`src/rtl/irqc_pkg.sv`:
```
package irqc_pkg;

    // Each channel owns one 64-byte slot of the register space.
    localparam int unsigned SLOT_LG = 6;

    // Offsets of the two words inside a slot.
    localparam logic [SLOT_LG-1:0] OFS_ENABLE  = 6'h10;
    localparam logic [SLOT_LG-1:0] OFS_PENDING = 6'h20;

    typedef enum logic [1:0] {
        REG_NONE    = 2'd0,
        REG_ENABLE  = 2'd1,
        REG_PENDING = 2'd2
    } reg_kind_e;

endpackage

```
`src/rtl/irqc_dec.sv`:
```
module irqc_dec
    import irqc_pkg::*;
#(
    parameter int unsigned NUM_CHAN = 8,
    parameter int unsigned ADDR_W   = 9,
    parameter int unsigned CH_W     = (NUM_CHAN > 1) ? $clog2(NUM_CHAN) : 1
) (
    input  logic [ADDR_W-1:0] addr,
    output reg_kind_e         kind,
    output logic [CH_W-1:0]   chan
);
    localparam int unsigned SLOT_W = ADDR_W - SLOT_LG;

    logic [SLOT_W-1:0]  slot;
    logic [SLOT_LG-1:0] offs;
    logic               in_range;

    always_comb begin
        slot     = addr[ADDR_W-1:SLOT_LG];
        offs     = addr[SLOT_LG-1:0];
        in_range = (32'(slot) < NUM_CHAN);
        chan     = CH_W'(slot);
        kind     = REG_NONE;
        if (in_range) begin
            if (offs == OFS_ENABLE) begin
                kind = REG_ENABLE;
            end else if (offs == OFS_PENDING) begin
                kind = REG_PENDING;
            end
        end
    end

endmodule

```
`src/rtl/irqc_chan.sv`:
```
module irqc_chan #(
    parameter int unsigned NUM_SRC = 32
) (
    input  logic               clk,
    input  logic               rst_n,
    input  logic [NUM_SRC-1:0] src,
    input  logic [NUM_SRC-1:0] en,
    output logic [NUM_SRC-1:0] pend,
    output logic               irq
);
    logic irq_d;
    logic irq_q;

    always_comb begin
        pend  = src & en;
        irq_d = |pend;
    end

    always_ff @(posedge clk or negedge rst_n) begin
        if (!rst_n) begin
            irq_q <= 1'b0;
        end else begin
            irq_q <= irq_d;
        end
    end

    assign irq = irq_q;

endmodule

```
`src/rtl/irq_concentrator.sv`:
```
module irq_concentrator
    import irqc_pkg::*;
#(
    parameter int unsigned NUM_CHAN = 8,
    parameter int unsigned NUM_SRC  = 32,
    parameter int unsigned DATA_W   = 32,
    parameter int unsigned ADDR_W   = 9
) (
    input  logic                clk,
    input  logic                rst_n,
    input  logic [NUM_SRC-1:0]  src_lvl,
    input  logic [ADDR_W-1:0]   reg_addr,
    input  logic                reg_we,
    input  logic [DATA_W-1:0]   reg_wdata,
    output logic [DATA_W-1:0]   reg_rdata,
    output logic [NUM_CHAN-1:0] irq_out
);
    localparam int unsigned CH_W = (NUM_CHAN > 1) ? $clog2(NUM_CHAN) : 1;

    typedef struct packed {
        logic [NUM_CHAN-1:0][NUM_SRC-1:0] en;
        logic [DATA_W-1:0]                rdata;
    } state_t;

    state_t st_d;
    state_t st_q;

    reg_kind_e                        kind;
    logic [CH_W-1:0]                  chan;
    logic [NUM_CHAN-1:0][NUM_SRC-1:0] pend_w;

    irqc_dec #(
        .NUM_CHAN (NUM_CHAN),
        .ADDR_W   (ADDR_W),
        .CH_W     (CH_W)
    ) u_dec (
        .addr (reg_addr),
        .kind (kind),
        .chan (chan)
    );

    for (genvar c = 0; c < NUM_CHAN; c++) begin : g_chan
        irqc_chan #(
            .NUM_SRC (NUM_SRC)
        ) u_chan (
            .clk   (clk),
            .rst_n (rst_n),
            .src   (src_lvl),
            .en    (st_q.en[c]),
            .pend  (pend_w[c]),
            .irq   (irq_out[c])
        );
    end

    always_comb begin
        st_d = st_q;
        if (reg_we && (kind == REG_ENABLE)) begin
            st_d.en[chan] = reg_wdata[NUM_SRC-1:0];
        end
        case (kind)
            REG_ENABLE:  st_d.rdata = DATA_W'(st_q.en[chan]);
            REG_PENDING: st_d.rdata = DATA_W'(pend_w[chan]);
            default:     st_d.rdata = '0;
        endcase
    end

    always_ff @(posedge clk or negedge rst_n) begin
        if (!rst_n) begin
            st_q <= '0;
        end else begin
            st_q <= st_d;
        end
    end

    assign reg_rdata = st_q.rdata;

endmodule

```
`config.mk`:
```
export PLATFORM = sky130hd
export DESIGN_NAME = irq_concentrator
export DESIGN_NICKNAME = d
export VERILOG_FILES = /design/src/rtl/irqc_pkg.sv /design/src/rtl/irqc_dec.sv /design/src/rtl/irqc_chan.sv /design/src/rtl/irq_concentrator.sv
export SDC_FILE = /design/constraint.sdc
export NUM_CORES = 1
export LEC_CHECK = 0
export BUFFER_PORTS_ARGS = -buffer_cell sky130_fd_sc_hd__buf_2
export CORE_UTILIZATION = 45
export DETAILED_ROUTE_END_ITERATION = 7
export PLACE_DENSITY = 0.75
export SYNTH_ARGS = -nofsm -noshare
export SYNTH_HDL_FRONTEND = slang
export SYNTH_SLANG_ARGS = --single-unit
```
`constraint.sdc`:
```
create_clock -name clk -period 2.9 [get_ports clk]
set_clock_uncertainty 0.2 [all_clocks]
set_input_delay 0.145 -clock clk [delete_from_list [all_inputs] [get_ports clk]]
set_output_delay 0.145 -clock clk [all_outputs]
set_load 0.05 [all_outputs]
```
==> results by group <==
Floorplanning
  – FP Rows: 64
  – Core Region: around 30000 um^2
  – Io pins: between 100 and 150
  – Die Span Y: 180 um
  – Initial Util: a little under half
  – Width of the die: ~180 um
  – Die area: ~32000 um^2

Route
  – DRT antenna net count: 0
  – DR iter-0 viols: 1119
  – Average wire per standard cell: between 20 and 30 um
  – Via Count: slightly above 10000
  – DR pass1 iterations: 7
  – Drt via density: between 6 and 7
  – WL final: roughly 41000 um
  – Drt drc: 12

Synth
  – FF+latch count, synth: ~300
  – Synthesized instance count: 1034
  – Syn Std Cell Area: 14200 um^2
  – Yosys warns: 0
  – Synth Net Count: 1110
  – EDFF count, synth: 0
  – Largest cells by area after synthesis: dfrtp_1 52%, mux2_2 20%, mux4_2 7.6%
  – Synth unique cells: 39
  – Ys flop type: dfrtp_1
  – Register area share after synthesis: between 50% and 60%
  – Most common cell in the netlist: dfrtp_1
  – Mapped Avg Cell Area: between 10 and 15 um^2
  – Yosys top cell area share: approximately 52%
  – Dominant cell type by area after synthesis: dfrtp_1
  – Fraction of registers with async set/reset: between 90% and 100%
  – Most common library cells after synthesis: 296 x dfrtp_1, 259 x mux2_2, 134 x a22oi_1, 48 x mux4_2, 37 x clkbuf_1

Global routing
  – Initial antenna violation count: 2
  – Largest net degree at the start of global routing: 71
  – All-Layer GR Usage: ~25%
  – First-pass GRT wire length: approximately 64000 um
  – Vias in the first global route: around 10000
  – GR Overflow Total: 0

Power and ir drop
  – Peak supply drop: roughly 0.50 mV
  – Total power density per cell area: around 550 nW/um^2
  – Pwr Total: 9390 uW
  – P_leak: around 0.0081 uW

Timing
  – Peak Freq: 411 MHz
  – RSZ-0062 raised after global routing: no
  – Final hold violations: 0
  – Setup TNS: 0 ps
  – Minimum clock period after layout: around 2400 ps
  – Slew @ Worst Pin: about 720 ps
  – Final period util: 83.8%
  – Final setup fails: 0
  – Slew headroom: roughly 52%
  – Worst-case hold slack: about 24 ps
  – Max-slew violation count: 0

Clock network
  – CTS buffer count: 30
  – CTS tree: built
  – Depth of the CTS H-tree: 1
  – Sink Count: 296
  – Clk_lat worst skew: roughly 570 ps
  – Clk slew on worst S/H paths: about 60 ps
  – CTS Root Cell: clkbuf_16
  – Max clock buf depth: 3

Setup path
  – WP data arrival: between 2000 and 3000 ps
  – Max incr delay on CP: about 570 ps
  – CP endpoint kind: flip-flop
  – CP max stage cell: dlygate4sd3_1
  – Crit-path cells: buf_2, or4_4, nor3b_2, buf_4, nand2_1, dlygate4sd3_1, a2bb2oi_1, dlygate4sd3_1
  – Max Fanout on Critical Path: 19
  – R2R setup slack: ~760 ps
  – CP Class: input port to flip-flop
  – Critical Path Start Type: input port
  – CP required: 3190 ps
  – Worst path most repeated cell: dlygate4sd3_1

Run status
  – Failing checks: DRC
  – Outcome: complete, but fails checks

Place
  – Placer Congestion: just over 0.9
  – IO Port Bufs: approximately 120
  – Estimated wirelength of the detail-placed design: 27600 um

Final layout
  – Synthesis-to-layout area growth: 19.7%
  – Layout cells sized above 1: 42.9%
  – Nets: ~1300

Job
  – MaxCap Viol Count: 0

Min path
  – Hold crit path type: input port to asynchronous set/reset pin
==> placed cells by master (no fill, tap or decap), types with 2 or more instances in the layout <==
cell type / count
inv_1: 2
buf_12: 9
nand4_1: 32
nand3_1: 3
a31oi_1: 4
nor2_1: 33
mux2i_1: 32
dfrtp_1: 296
clkinv_2: 8
mux2_2: 259
clkinvlp_4: 2
nand2_2: 3
a21oi_1: 36
a2bb2oi_1: 4
dlygate4sd3_1: 70
nor2b_1: 5
a221oi_1: 5
clkbuf_1: 3
mux2_1: 7
a22oi_1: 134
clkbuf_8: 9
o2bb2ai_1: 2
nand2_1: 7
a22o_1: 2
mux4_2: 48
nor4_4: 2
or4_1: 8
buf_4: 28
buf_2: 113
clkbuf_16: 30
bufinv_16: 3
==> sequential cells by signal, indices dropped and copies added (netlist names) <==
register / flops
reg_rdata: 32
g_chan.u_chan.irq: 8
st_q: 256
==> worst paths after layout <==
| path | start | end | cells past startpoint |
|---|---|---|---|
| setup / recovery | reg_addr[1] | reg_rdata[18] | 8 |
| hold / removal | rst_n | reg_rdata[16] | 3 |
| setup reg to reg | st_q[274] | reg_rdata[18] | 5 |
| hold reg to reg | st_q[236] | st_q[236] | 1 |
| max in group asynchronous | rst_n | st_q[202] | 3 |
| min in group clk | reg_addr[4] | reg_rdata[10] | 5 |
==> kinds of logic (layout without fill, tap and decap cells) <==
kind of cell	Yosys count	in the layout	synth area share, %
buffers and inverters	96	280	3.31
AOI/OAI and AO/OA	192	192	9.59
DFF	296	296	52.0
and+or+nand+nor	104	104	4.19
muxes	346	346	30.9
other	0	1	0
==> per-layer routing <==
metal	track usage (%)	routed length, um	up-vias	share of wire (%)
met5	0	13	-	0.032
met4	8.38	1260	2	3.1
met3	4.74	3180	87	7.8
met2	39.5	18900	473	46
met1	35.9	17500	5328	43
li1	-	-	4306	-
==> where the power goes <==
| part | internal (uW) | switching, uW | leakage, uW |
|---|---|---|---|
| clock network | 2390 | 1650 | 0.000519 |
| registers | 4260 | 91.7 | 0.00410 |
| logic | 366 | 623 | 0.00347 |
==> what timing repair did <==
item / in CTS / in global routing
hold buffers: 71 / 0
resized for setup: 0 / 0
setup buffers: 0 / 0
endpoints found under the hold margin: 592 / 0
==> cell type report <==
cell class | count | area, um^2
fillers | 2502 | 13800
flip-flops and latches | 296 | 7410
multi-input cells | 642 | 6380
repair buffers | 222 | 1700
clock buffers | 42 | 886
well taps | 396 | 495
clock inverters | 14 | 161
inverters | 2 | 7.51
diodes | 1 | 2.50
==> stage by stage <==
step	util, %	setup slack (ps)	instances	cell area, um^2
4_1_cts	55.3	536	1614	17000
6_report	55.3	469	1615	17000
3_3_place_gp	49.5	234	1487	15300
5_1_grt	55.3	411	1615	17000
2_1_floorplan	-	529	1034	14200
3_5_place_dp	49.5	183	1487	15300
==> critical path, delay by kind of cell <==
| kind | cells | cell delay (ps) |
|---|---|---|
| and+or+nand+nor | 3 | 810 |
| AOI/OAI and AO/OA | 1 | 170 |
| buffers and inverters | 4 | 1580 |
No activity file was read; power rests on OpenSTA's default activity.
